### src/rtl/fsg_pkg.sv
package fsg_pkg;
  typedef enum logic [2:0] {
    MODE_IDLE      = 3'd0,
    MODE_PROG      = 3'd1,
    MODE_ERASE     = 3'd2,
    MODE_SUSP      = 3'd3,
    MODE_SUSP_PROG = 3'd4
  } fsg_mode_e;

  localparam int POLL_BIT = 7;
  localparam int TOG_BIT  = 6;
  localparam int TOG2_BIT = 2;

  typedef struct packed {
    logic bank_hit;
    logic sect_hit;
  } fsg_hit_t;
endpackage

### src/rtl/fsg_addr_decode.sv
module fsg_addr_decode #(
  parameter int ADDR_W    = 8,
  parameter int BANK_BITS = 1,
  parameter int SECT_BITS = 3
) (
  input  logic [ADDR_W-1:0]    addr,
  input  logic [BANK_BITS-1:0] busy_bank,
  input  logic [SECT_BITS-1:0] erase_sector,
  output fsg_pkg::fsg_hit_t    hit
);
  localparam logic [ADDR_W-1:0] LOW_MASK = {ADDR_W{1'b1}} >> SECT_BITS;

  logic unused_low;
  assign unused_low = ^(addr & LOW_MASK);

  assign hit.bank_hit = (addr[ADDR_W-1 -: BANK_BITS] == busy_bank);
  assign hit.sect_hit = (addr[ADDR_W-1 -: SECT_BITS] == erase_sector);
endmodule

### src/rtl/fsg_toggle.sv
module fsg_toggle (
  input  logic clk,
  input  logic rst_n,
  input  logic clr,
  input  logic rd_en,
  input  logic adv_pri,
  input  logic adv_sec,
  output logic tog_pri,
  output logic tog_sec
);
  logic pri_d, sec_d;

  always_comb begin
    pri_d = tog_pri;
    sec_d = tog_sec;
    if (clr) begin
      pri_d = 1'b0;
      sec_d = 1'b0;
    end else if (rd_en) begin
      if (adv_pri) pri_d = ~tog_pri;
      if (adv_sec) sec_d = ~tog_sec;
    end
  end

  always_ff @(posedge clk or negedge rst_n) begin
    if (!rst_n) begin
      tog_pri <= 1'b0;
      tog_sec <= 1'b0;
    end else begin
      tog_pri <= pri_d;
      tog_sec <= sec_d;
    end
  end


  clear_wins_chk: assert property (@(posedge clk) disable iff (!rst_n)
    clr |=> (!tog_pri && !tog_sec));


  hold_no_read_chk: assert property (@(posedge clk) disable iff (!rst_n)
    (!rd_en && !clr) |=> ($stable(tog_pri) && $stable(tog_sec)));


  pri_flip_chk: assert property (@(posedge clk) disable iff (!rst_n)
    (rd_en && adv_pri && !clr) |=> (tog_pri != $past(tog_pri)));
endmodule

### src/rtl/fsg_status_mux.sv
module fsg_status_mux #(
  parameter int DATA_W = 16
) (
  input  fsg_pkg::fsg_mode_e mode,
  input  fsg_pkg::fsg_hit_t  hit,
  input  logic [DATA_W-1:0]  prog_data,
  input  logic [DATA_W-1:0]  array_data,
  input  logic               tog_pri,
  input  logic               tog_sec,
  output logic [DATA_W-1:0]  word,
  output logic               adv_pri,
  output logic               adv_sec
);
  import fsg_pkg::*;

  localparam logic [DATA_W-1:0] POLL_MASK = DATA_W'(1) << POLL_BIT;

  logic unused_pd;
  assign unused_pd = ^(prog_data & ~POLL_MASK);

  logic [DATA_W-1:0] prog_word, erase_word, susp_word;

  always_comb begin
    prog_word                = '0;
    prog_word[POLL_BIT]      = ~prog_data[POLL_BIT];
    prog_word[TOG_BIT]       = tog_pri;
    prog_word[TOG2_BIT]      = tog_sec;
    erase_word               = '0;
    erase_word[TOG_BIT]      = tog_pri;
    erase_word[TOG2_BIT]     = tog_sec;
    susp_word                = '0;
    susp_word[POLL_BIT]      = 1'b1;
    susp_word[TOG_BIT]       = 1'b1;
    susp_word[TOG2_BIT]      = tog_sec;
  end

  always_comb begin
    word    = array_data;
    adv_pri = 1'b0;
    adv_sec = 1'b0;
    case (mode)
      MODE_PROG: begin
        if (hit.bank_hit) begin
          word    = prog_word;
          adv_pri = 1'b1;
        end
      end
      MODE_ERASE: begin
        if (hit.bank_hit) begin
          word    = erase_word;
          adv_pri = 1'b1;
          adv_sec = hit.sect_hit;
        end
      end
      MODE_SUSP: begin
        if (hit.sect_hit) begin
          word    = susp_word;
          adv_sec = 1'b1;
        end
      end
      MODE_SUSP_PROG: begin
        if (hit.sect_hit) begin
          word    = susp_word;
          adv_sec = 1'b1;
        end else if (hit.bank_hit) begin
          word    = prog_word;
          adv_pri = 1'b1;
        end
      end
      default: begin
        word = array_data;
      end
    endcase
  end
endmodule

### src/rtl/flash_wstat_gen.sv
module flash_wstat_gen #(
  parameter int ADDR_W    = 8,
  parameter int BANK_BITS = 1,
  parameter int SECT_BITS = 3,
  parameter int DATA_W    = 16
) (
  input  logic                 clk,
  input  logic                 rst_n,
  input  logic                 op_start,
  input  logic [2:0]           op_mode,
  input  logic [DATA_W-1:0]    prog_data,
  input  logic [BANK_BITS-1:0] busy_bank,
  input  logic [SECT_BITS-1:0] erase_sector,
  input  logic                 rd_strobe,
  input  logic [ADDR_W-1:0]    rd_addr,
  input  logic [DATA_W-1:0]    array_data,
  output logic [DATA_W-1:0]    rd_data,
  output logic                 busy_n
);
  import fsg_pkg::*;

  logic [1:0]        rst_sync;
  logic              rst_q;
  fsg_mode_e         mode;
  fsg_hit_t          hit;
  logic              tog_pri, tog_sec, adv_pri, adv_sec;
  logic [DATA_W-1:0] word;
  logic [DATA_W-1:0] rd_data_d;
  logic              busy_n_d;

  always_ff @(posedge clk or negedge rst_n) begin
    if (!rst_n) rst_sync <= 2'b00;
    else        rst_sync <= {rst_sync[0], 1'b1};
  end
  assign rst_q = rst_sync[1];

  assign mode = fsg_mode_e'(op_mode);

  fsg_addr_decode #(
    .ADDR_W(ADDR_W), .BANK_BITS(BANK_BITS), .SECT_BITS(SECT_BITS)
  ) u_dec (
    .addr(rd_addr), .busy_bank(busy_bank), .erase_sector(erase_sector), .hit(hit)
  );

  fsg_status_mux #(.DATA_W(DATA_W)) u_mux (
    .mode(mode), .hit(hit), .prog_data(prog_data), .array_data(array_data),
    .tog_pri(tog_pri), .tog_sec(tog_sec), .word(word),
    .adv_pri(adv_pri), .adv_sec(adv_sec)
  );

  fsg_toggle u_tog (
    .clk(clk), .rst_n(rst_q), .clr(op_start), .rd_en(rd_strobe),
    .adv_pri(adv_pri), .adv_sec(adv_sec), .tog_pri(tog_pri), .tog_sec(tog_sec)
  );

  always_comb begin
    rd_data_d = rd_data;
    if (rd_strobe) rd_data_d = word;
    busy_n_d = !((mode == MODE_PROG) || (mode == MODE_ERASE) || (mode == MODE_SUSP_PROG));
  end

  always_ff @(posedge clk or negedge rst_q) begin
    if (!rst_q) begin
      rd_data <= '0;
      busy_n  <= 1'b1;
    end else begin
      rd_data <= rd_data_d;
      busy_n  <= busy_n_d;
    end
  end


  idle_passthru_chk: assert property (@(posedge clk) disable iff (!rst_q)
    (rd_strobe && (op_mode == 3'd0)) |=> (rd_data == $past(array_data)));


  rd_hold_chk: assert property (@(posedge clk) disable iff (!rst_q)
    !rd_strobe |=> $stable(rd_data));


  other_bank_chk: assert property (@(posedge clk) disable iff (!rst_q)
    (rd_strobe && !hit.bank_hit && !hit.sect_hit) |=> (rd_data == $past(array_data)));


  susp_flags_chk: assert property (@(posedge clk) disable iff (!rst_q)
    (rd_strobe && (op_mode == 3'd3) && hit.sect_hit) |=> (rd_data[7] && rd_data[6]));


  prog_poll_chk: assert property (@(posedge clk) disable iff (!rst_q)
    (rd_strobe && (op_mode == 3'd1) && hit.bank_hit)
      |=> (rd_data[7] == !$past(prog_data[7])));


  susp_ready_chk: assert property (@(posedge clk) disable iff (!rst_q)
    (op_mode == 3'd3) |=> busy_n);
endmodule

### config.mk
export PLATFORM = sky130hd
export DESIGN_NAME = flash_wstat_gen
export DESIGN_NICKNAME = d
export VERILOG_FILES = /design/src/rtl/fsg_pkg.sv /design/src/rtl/fsg_addr_decode.sv /design/src/rtl/fsg_toggle.sv /design/src/rtl/fsg_status_mux.sv /design/src/rtl/flash_wstat_gen.sv
export SDC_FILE = /design/constraint.sdc
export NUM_CORES = 1
export LEC_CHECK = 0
export BUFFER_PORTS_ARGS = -buffer_cell sky130_fd_sc_hd__buf_2
export CAP_MARGIN = 20
export CORE_ASPECT_RATIO = 0.6
export CORE_UTILIZATION = 25
export CTS_CLUSTER_DIAMETER = 200
export CTS_CLUSTER_SIZE = 24
export DETAILED_ROUTE_END_ITERATION = 6
export SLEW_MARGIN = 20
export SYNTH_ARGS = -nofsm -noshare
export SYNTH_HDL_FRONTEND = slang
export SYNTH_HIERARCHICAL = 1
export SYNTH_SLANG_ARGS = --single-unit
export TNS_END_PERCENT = 50
### constraint.sdc
create_clock -name clk -period 0.9 [get_ports clk]
set_clock_uncertainty 0.2 [all_clocks]
set_input_delay 0.09 -clock clk [delete_from_list [all_inputs] [get_ports clk]]
set_output_delay 0.09 -clock clk [all_outputs]
set_load 0.05 [all_outputs]
==> metrics list, run 1 <==
* Non-filler cells in the finished layout: between 200 and 250
* Fraction of the mapped netlist area in adder cells: 0%
- Dividing total power by cell area gives a power density of approximately 1500 mW/mm2.
- Most common flop cell mapped by yosys: sky130_fd_sc_hd__dfrtp_1
- Count of input and output buffers: 47
- Area share of the largest cell type after synthesis: between 40 and 50%
- The number of hold buffers added after CTS was 2.
- Counting distinct cell types in the post-synthesis netlist gives 33.
* Via count of the routed design: roughly 1100
- Fin. max-slew vios: 0
* Clock-pin slew on the worst setup and hold paths: roughly 0.07 ns
- Portion of the post-synthesis area used by sequential elements: between 40% and 50%
- Sequential cell area: 527 um2
- The synthesized netlist devotes roughly an eighth of its cell area to compound gates.
- Basic-gate share of the synthesized area counting and, or, nand and nor cells: between 10% and 20%
- Reg-to-reg critical path startpoint: u_tog/tog_pri
- Worst-path maximum fanout: 3
- Power share of the clock group: between 10% and 20%
* RSZ-0062 raised after global routing: yes
* Total wire length: ~3100 um
- Number of vias per cell after detailed routing: 4.32
- Fraction of power spent switching nets: about a third
- The via count of the first global-routing pass is approximately 1100.
- Number of antenna cells inserted: 0
- Summing the areas of all xor and xnor instances in the mapped netlist gives 3.53% of the synthesized area.
- Routability-driven placement finished with a final weighted congestion of 0.777.
- Registers are responsible for between 30% and 40% of the overall power.
- Summed over all cells, the static leakage comes to 0.985 nW.
- For this configuration, the core starts out at a cell density of 26.6%.
* Global-route wire length before repair: a little over 5000 um
- Result of the run: finished, violations left
- Endpoint kind of the worst setup timing path: flip-flop
- Counting the buffers created by CTS gives 3.
* Count of standard-cell rows: 19
- Number of synthesized flops with an enable pin: 0
* Clock tree from TritonCTS: done
* Clock insertion delay at the later pin of the skew report: ~0.25 ns
- After synthesis, the largest family of logic cells by area is multiplexers.
- The tree is rooted in a sky130_fd_sc_hd__clkbuf_8.
- Int Pwr: around 0.0020 W
* Number of buffers on the longest clock path: 2
- The first TritonRoute pass finished after 3 iterations.
- Layout-stage area growth over the synthesis result: 64.1%
* Area used by multi-input combinational logic: around 760 um2
* Setup violators final: 35
- Across every metal layer, demand over resource in global routing totals around an eighth.
* Share of final-layout standard cells stronger than drive strength 1: between 60 and 70%
- The die is 56.6 um tall.
- Syn_area_per_cell: 11.1 um2
* Number of fillers in the final layout: 470
* Crit start category: input pin
- The HPWL after detailed placement is between 2000 and 2500 um.
- Final critical path time including I/O delays and setup: 1.66 ns
- Max-cap violations: 0
* Full die area: between 0.005 and 0.006 mm2
- TritonCTS Sinks: 21
- With fillers left out, the area of the finished cells amounts to ~0.0020 mm2.
- Number of remaining DRC errors: 0
- Final layout net count: 237
- Total instance count after detailed placement: approximately 240
- The die is 93.0 um wide.
- Final total negative setup slack: -15.92 ns
- Remaining number of nets flagged by the antenna check after routing: 0
- Residual overflow from global routing: 0
- Placed Instance Area: approximately 0.0017 mm2
* Most frequent cells after synthesis: sky130_fd_sc_hd__dfrtp_1, sky130_fd_sc_hd__and2_1, sky130_fd_sc_hd__mux2_4
* Synthesized flop and latch total: 21
- Reg2Reg Setup Slack: -0.62 ns
- The completed layout was analyzed and its total power is around 0.0031 W.
* Critical path type: in -> reg
- Yosys printed 6 warnings.
* Cell count of the worst reg-to-reg path: 6
- After detailed routing, the average wire length per cell comes to 12.4 um.
* Violations in the final reports: negative hold slack, negative setup slack
- Type of the most critical hold path: in -> async
- Tracing the worst setup path back leads to its startpoint at rd_addr[6].
* Final period util: 185%
* Cell count after synthesis: approximately 110
- DR iter-0 viols: 25
* Cell types occupying the most area after synthesis: sky130_fd_sc_hd__dfrtp_1, sky130_fd_sc_hd__mux2_4, sky130_fd_sc_hd__and2_1, sky130_fd_sc_hd__mux2_2, sky130_fd_sc_hd__o21ai_0
- In this run the count of I/O pins placed on the die edge is between 60 and 70.
- The initial antenna violation count came to 0.
- At the worst endpoint, the arrival time is 1.61 ns.
- The number of hold violations in the final report came to 36.
- The share of total power dissipated in combinational logic is 43.7%.
* P_sw: 0.00107 W
- Across the VDD grid, the largest voltage drop is 925 uV.
- Synthesis produced a netlist with a net count of approximately 160.
- Netlist area before placement: ~0.0012 mm2
* Worst Setup Slack, final: -0.762 ns
- Final hold slack: -0.0638 ns
- After synthesis, the share of cell area in mux cells is 20.4%.
- Cell type with the highest aggregate area in the netlist: sky130_fd_sc_hd__dfrtp_1
- Post-placement worst setup slack: -1.01 ns
* Top achievable clock speed: between 600 and 700 MHz
* Max H-tree Level: 1
- Area of the core: roughly 0.0047 mm2
* Dominant cell by count in the synthesized netlist: sky130_fd_sc_hd__dfrtp_1
- Share of flip-flops with an asynchronous set or reset after synthesis: 100%
- WP data required: between 0.8 and 0.9 ns
- Maximum number of pins on one net before global-route repair: 16
- Capturing point of the worst reg2reg path: rd_data[6]
## flip-flops by register name (all words and copies together), names as in the netlist
| name | flops |
|---|---|
| rd_data | 16 |
| u_tog/tog_sec | 1 |
| rst_sync | 2 |
| busy_n | 1 |
| u_tog/tog_pri | 1 |
## through the flow
step / utilization [%] / hold WS [ns]
after floorplan: - / -0.406
after global placement: 36.8 / -0.321
after detailed placement: 36.8 / -0.322
after CTS: 42.0 / -0.0731
after global routing: 43.7 / -0.0522
final: 43.7 / -0.0638
## timing repair
item | CTS | global route
endpoints found under the setup margin | 35 | 35
gates resized for setup | 53 | 18
pin swaps | 6 | 9
buffers inserted | 1 | 0
hold endpoints to repair | 29 | 16
## worst max-delay path by stage
stage / to / slack, ns / cells after the start
2_1_floorplan: rd_data[2] / -0.97 / 8
3_3_place_gp: rd_data[2] / -0.99 / 9
3_5_place_dp: rd_data[11] / -1.01 / 10
4_1_cts: rd_data[1] / -0.73 / 10
5_1_grt: rd_data[12] / -0.84 / 10
6_report: rd_data[2] / -0.76 / 9
## metal layers
layer	global-route usage (%)	vias up	share of wire, %
met3	4.61	0	5.3
met2	17.8	24	41
met1	19.0	513	53
li1	-	534	-
met4	0	0	0
met5	0	-	0
## final cells by class
| cell class | instances | share of cell area, % |
|---|---|---|
| flip-flops and latches | 21 | 25.9 |
| clock buffers | 4 | 2.21 |
| well taps | 63 | 3.87 |
| inverters | 2 | 0.369 |
| repair buffers | 75 | 30.3 |
| multi-input cells | 83 | 37.4 |
## power by group through the flow
stage	logic (W)	clock network [W]	registers, W
6_report	0.00136	0.000600	0.00115
5_1_grt	0.00144	0.000662	0.00117
4_1_cts	0.00131	0.000629	0.00116
3_5_place_dp	0.00111	0	0.00114
3_3_place_gp	0.00110	0	0.00115
2_1_floorplan	0.000391	0	0.00153
## cell usage in the layout, fill, tap and decap left out, types with 3 or more instances in the layout
cell type	n
sky130_fd_sc_hd__buf_2	26
sky130_fd_sc_hd__buf_6	23
sky130_fd_sc_hd__buf_4	21
sky130_fd_sc_hd__dfrtp_1	20
sky130_fd_sc_hd__mux2_4	17
sky130_fd_sc_hd__and2_4	10
sky130_fd_sc_hd__nor2_1	8
sky130_fd_sc_hd__o21ai_0	7
sky130_fd_sc_hd__a21oi_2	5
sky130_fd_sc_hd__clkbuf_8	3
sky130_fd_sc_hd__and2_1	3
## logic make-up after synthesis
group | count (synthesis)
buffers and inverters | 8
AND/OR/NAND/NOR | 33
other | 1
AO/OA/AOI/OAI | 25
multiplexers | 19
XOR/XNOR | 5
flip-flops | 21
## worst max-delay path: stages
cell,delay [ns]
sky130_fd_sc_hd__buf_6,0.09
sky130_fd_sc_hd__xor2_1,0.15
sky130_fd_sc_hd__nor3_2,0.22
sky130_fd_sc_hd__mux2i_1,0.10
sky130_fd_sc_hd__nor2_1,0.11
sky130_fd_sc_hd__a31oi_1,0.05
sky130_fd_sc_hd__o21a_2,0.25
sky130_fd_sc_hd__mux2_4,0.29
sky130_fd_sc_hd__mux2_4,0.25
(Power assumes the default switching activity.)
==> inputs of run 2 (changes only) <==
Clock period 0.9 ns to 2 ns, I/O delays scaled along.
==> run 2 against run 1 <==
  * The flow now finishes without violations
  * Core utilization decreased by 8.5 points
  * Largest cell class unchanged
  * Worst setup slack improved by 1.0 ns
  * Clock-buffer cell count unchanged
  * Flip-flop and latch count unchanged
  * Combinational power decreased by 66%
  * Non-clock buffer count decreased by 17
  * Via count decreased by 5.8%
  * First-iteration DRC count decreased by 16%
==> metrics list, run 2 (same netlist as run 1, synthesis figures left out) <==
- Hold Violations, Final: 0 (was 36)
- Fin. max-slew vios: 0 (unchanged)
- Vias in the first global route: 982 (was 1079)
- The total wire length was 2690 um (was 3070 um).
- The vertical extent of the die is 56.6 um (unchanged).
- The routability congestion estimate came to 0.820 (was 0.777).
- The origin of the critical flop-to-flop path is u_tog/tog_pri (unchanged).
- Register with the most flip-flops: rd_data (unchanged)
- The x dimension of the die was 93.0 um (unchanged).
- The signed area change from the synthesized netlist to the final layout came to 32.1% (was 64.1%).
- Global-route usage over all layers: 11.5% (was 12.5%)
- The most common cell type on the critical path was sky130_fd_sc_hd__mux2_4 (unchanged).
* Top-level I/O count: 68 (unchanged)
* Int Pwr: 0.000794 W (was 0.00204 W)
- Launch point of the worst path: erase_sector[1] (was rd_addr[6])
- The final setup violation count is 0 (was 35).
* Placed Instance Area: 0.00156 mm2 (was 0.00171 mm2)
* Max-cap violations: 0 (unchanged)
- The area of the multi-input gates is 643 um2 (was 762 um2).
- The routed wirelength normalized by instance count came to 11.6 um (was 12.4 um).
* Number of vias per cell after detailed routing: 4.37 (was 4.32)
- The number of nets with antenna violations after routing was 0 (unchanged).
- Power share of the clock group: 22.2% (was 19.3%)
* Number of fillers in the final layout: 499 (was 470)
- The power spent charging and discharging nets is 0.000452 W (was 0.00107 W).
- Worst stage delay on the critical path: 0.30 ns (was 0.29 ns)
- Cells along the critical path: buf_2 > xor2_1 > nor3_2 > mux2i_1 > nor2_1 > a31oi_1 > o21a_2 > mux2_4 > mux2_4 (was buf_6 > xor2_1 > nor3_2 > mux2i_1 > nor2_1 > a31oi_1 > o21a_2 > mux2_4 > mux2_4)
- Count of standard-cell rows: 19 (unchanged)
- The CTS tree was done (unchanged).
- Number of buffers on the longest clock path: 2 (unchanged)
- The cell at the root of the clock tree is sky130_fd_sc_hd__clkbuf_8 (unchanged).
- Result of the run: finished clean (was finished, violations left).
- Count of input and output buffers: 47 (unchanged)
- The clock latency on the worst-skew pair was 0.25 ns (about the same).
* Max H-tree Level: 1 (unchanged)
- The number of gates resized after cts came to 0 (was 53).
- DR iter-0 viols: 21 (was 25)
- Type of the most critical hold path: in -> reg (was in -> async)
- Startpoint of the tightest hold check path: op_mode[1]
* Initial core utilization: 26.6% (unchanged)
* Clock-pin slew on the worst setup and hold paths: 0.08 ns (was 0.07 ns)
* Residual overflow from global routing: 0 (unchanged)
* Relative contribution of sequential cells to total power: 40.6% (was 37.1%)
- Sequential cell area: 527 um2 (unchanged)
- Total Power Consumption: 0.00125 W (was 0.00311 W)
- Cell count of the worst reg-to-reg path: 6 (unchanged)
- The post-route worst hold slack is 0.0125 ns (was -0.0638 ns).
- Number of remaining DRC errors: 0 (unchanged)
- The overall die area was 0.00526 mm2 (unchanged).
- In the finished design, the share of the clock period the worst path needs comes to 87.0%.
- The total power per unit cell area was 760 mW/mm2 (was 1530 mW/mm2).
- The number of iterations in the first detailed-routing pass is 4 (was 3).
- Worst-Margin Slew: 0.528 ns
* Relative contribution of combinational cells to total power: 37.2% (was 43.7%)
- The count of inserted antenna diode cells came to 0 (unchanged).
- The endpoint required time on the critical path is 1.94 ns (was 0.84 ns).
- The data arrival time of the critical path was 1.68 ns (was 1.61 ns).
* Area of the core: 0.00466 mm2 (unchanged)
- Flip-flop count of the largest register, all copies and words added: 16 (unchanged)
* Static leakage: 0.792 nW (was 0.985 nW)
- The final-stage net count came to 220 (was 237).
- The share of post-route cells with drive strength above 1 is 47.6% (was 64.3%).
- The most common library cell in the layout ignoring fill and taps is sky130_fd_sc_hd__buf_2 (unchanged).
- Registers with the most flip-flops: rd_data x16, rst_sync x2 (unchanged)
- Max transition margin: around 65%
- Fraction of power spent switching nets: 36.3% (was 34.4%)
- The kind of capture point of the worst setup path is a flip-flop (unchanged).
- The initial antenna violation count came to 0 (unchanged).
- Crit start category: input pin (unchanged)
* TritonCTS Sinks: 21 (unchanged)
- The number of buffers inserted during clock tree synthesis was 3 (unchanged).
* Worst vdd ir: 403 uV (was 925 uV)
* Final critical path time including I/O delays and setup: 1.74 ns
- Slowest cell on the critical path: sky130_fd_sc_hd__mux2_4 (unchanged)
- The worst setup path category is in -> reg (unchanged).
* HPWL after DPL: 2130 um (was 2440 um)
- RSZ-0062 raised after global routing: no (was yes)
- Based on the critical path, the design can be clocked at up to around 570 MHz.
* Hold path depth: 2
- Commonest non-fill, non-tap cells in the layout: sky130_fd_sc_hd__buf_2, sky130_fd_sc_hd__dfrtp_1, sky130_fd_sc_hd__and2_1 (was sky130_fd_sc_hd__buf_2, sky130_fd_sc_hd__buf_6, sky130_fd_sc_hd__buf_4).
* Total non-filler cell area in the finished layout: 0.00164 mm2 (was 0.00204 mm2)
- The highest fanout seen on the critical path is 3 (unchanged).
* Global-route wire length before repair: 4660 um (was 5110 um)
- Maximum number of pins on one net before global-route repair: 21 (was 16)
* Via count of the routed design: 1009 (was 1071)
-- run 2: changes by cell type in the layout (fill, tap and decap cells not counted), moves of 2 or more --
cell / delta
sky130_fd_sc_hd__xor2_2: -2
sky130_fd_sc_hd__mux2_4: -6
sky130_fd_sc_hd__mux2_2: +6
sky130_fd_sc_hd__a21oi_2: -5
sky130_fd_sc_hd__and2_1: +10
sky130_fd_sc_hd__buf_8: -2
sky130_fd_sc_hd__and2_4: -10
sky130_fd_sc_hd__buf_4: -14
sky130_fd_sc_hd__buf_2: +21
sky130_fd_sc_hd__buf_6: -23
sky130_fd_sc_hd__xor2_1: +2
sky130_fd_sc_hd__o21ai_0: +2
sky130_fd_sc_hd__a21oi_1: +5
-- run 2: worst max-delay path: cells and delay by family --
family                 cells  cell delay [ns]
buffers and inverters      1             0.10
AO/OA/AOI/OAI              2             0.28
AND/OR/NAND/NOR            2             0.30
multiplexers               3             0.65
XOR/XNOR                   1             0.15
-- run 2: timing repair --
| item | 4_1_cts | 5_1_grt |
|---|---|---|
| hold buffers | 3 | 0 |
| buffers inserted | 0 | 0 |
| endpoints found under the setup margin | 0 | 0 |
| endpoints found under the hold margin | 7 | 0 |
-- run 2: layout make-up --
type,instances,share of cell area (%)
Multi-Input combinational cell,83,39.2
Tap cell,63,4.81
Clock buffer,4,2.75
Sequential cell,21,32.1
Timing Repair Buffer,58,20.6
Inverter,2,0.458
-- run 2: path summary, 6_finish.rpt --
path                                    end  slack (ns)
min in group asynchronous        rd_data[6]        0.03
worst max register to register   rd_data[6]        0.46
worst max-delay path             rd_data[2]        0.26
worst min register to register   rd_data[6]        0.03
max in group asynchronous       rd_data[14]        1.03
worst min-delay path                 busy_n        0.01
-- run 2: power by group through the flow --
stage / logic [W] / registers [W] / clock network, W
detailed placement: 0.000463 / 0.000515 / 0
finish: 0.000464 / 0.000506 / 0.000277
CTS: 0.000469 / 0.000507 / 0.000293
global route: 0.000496 / 0.000514 / 0.000311
global placement: 0.000458 / 0.000515 / 0
floorplan: 0.000165 / 0.000686 / 0
-- run 2: through the flow --
stage               std cells  setup TNS, ns  util [%]  setup slack [ns]
floorplan                 112              0         -            0.0203
detailed placement        224         -0.264      33.6           -0.0302
CTS                       231              0      35.2             0.251
global route              231              0      35.2             0.114
finish                    231              0      35.2             0.260
global placement          224         -0.218      33.6           -0.0225
-- run 2: per-layer routing --
layer  part of all wire, %  track usage (%)
met5                     0                0
met3                   5.6             3.93
met2                    45             17.8
met1                    50             16.0
met4                     0             1.32
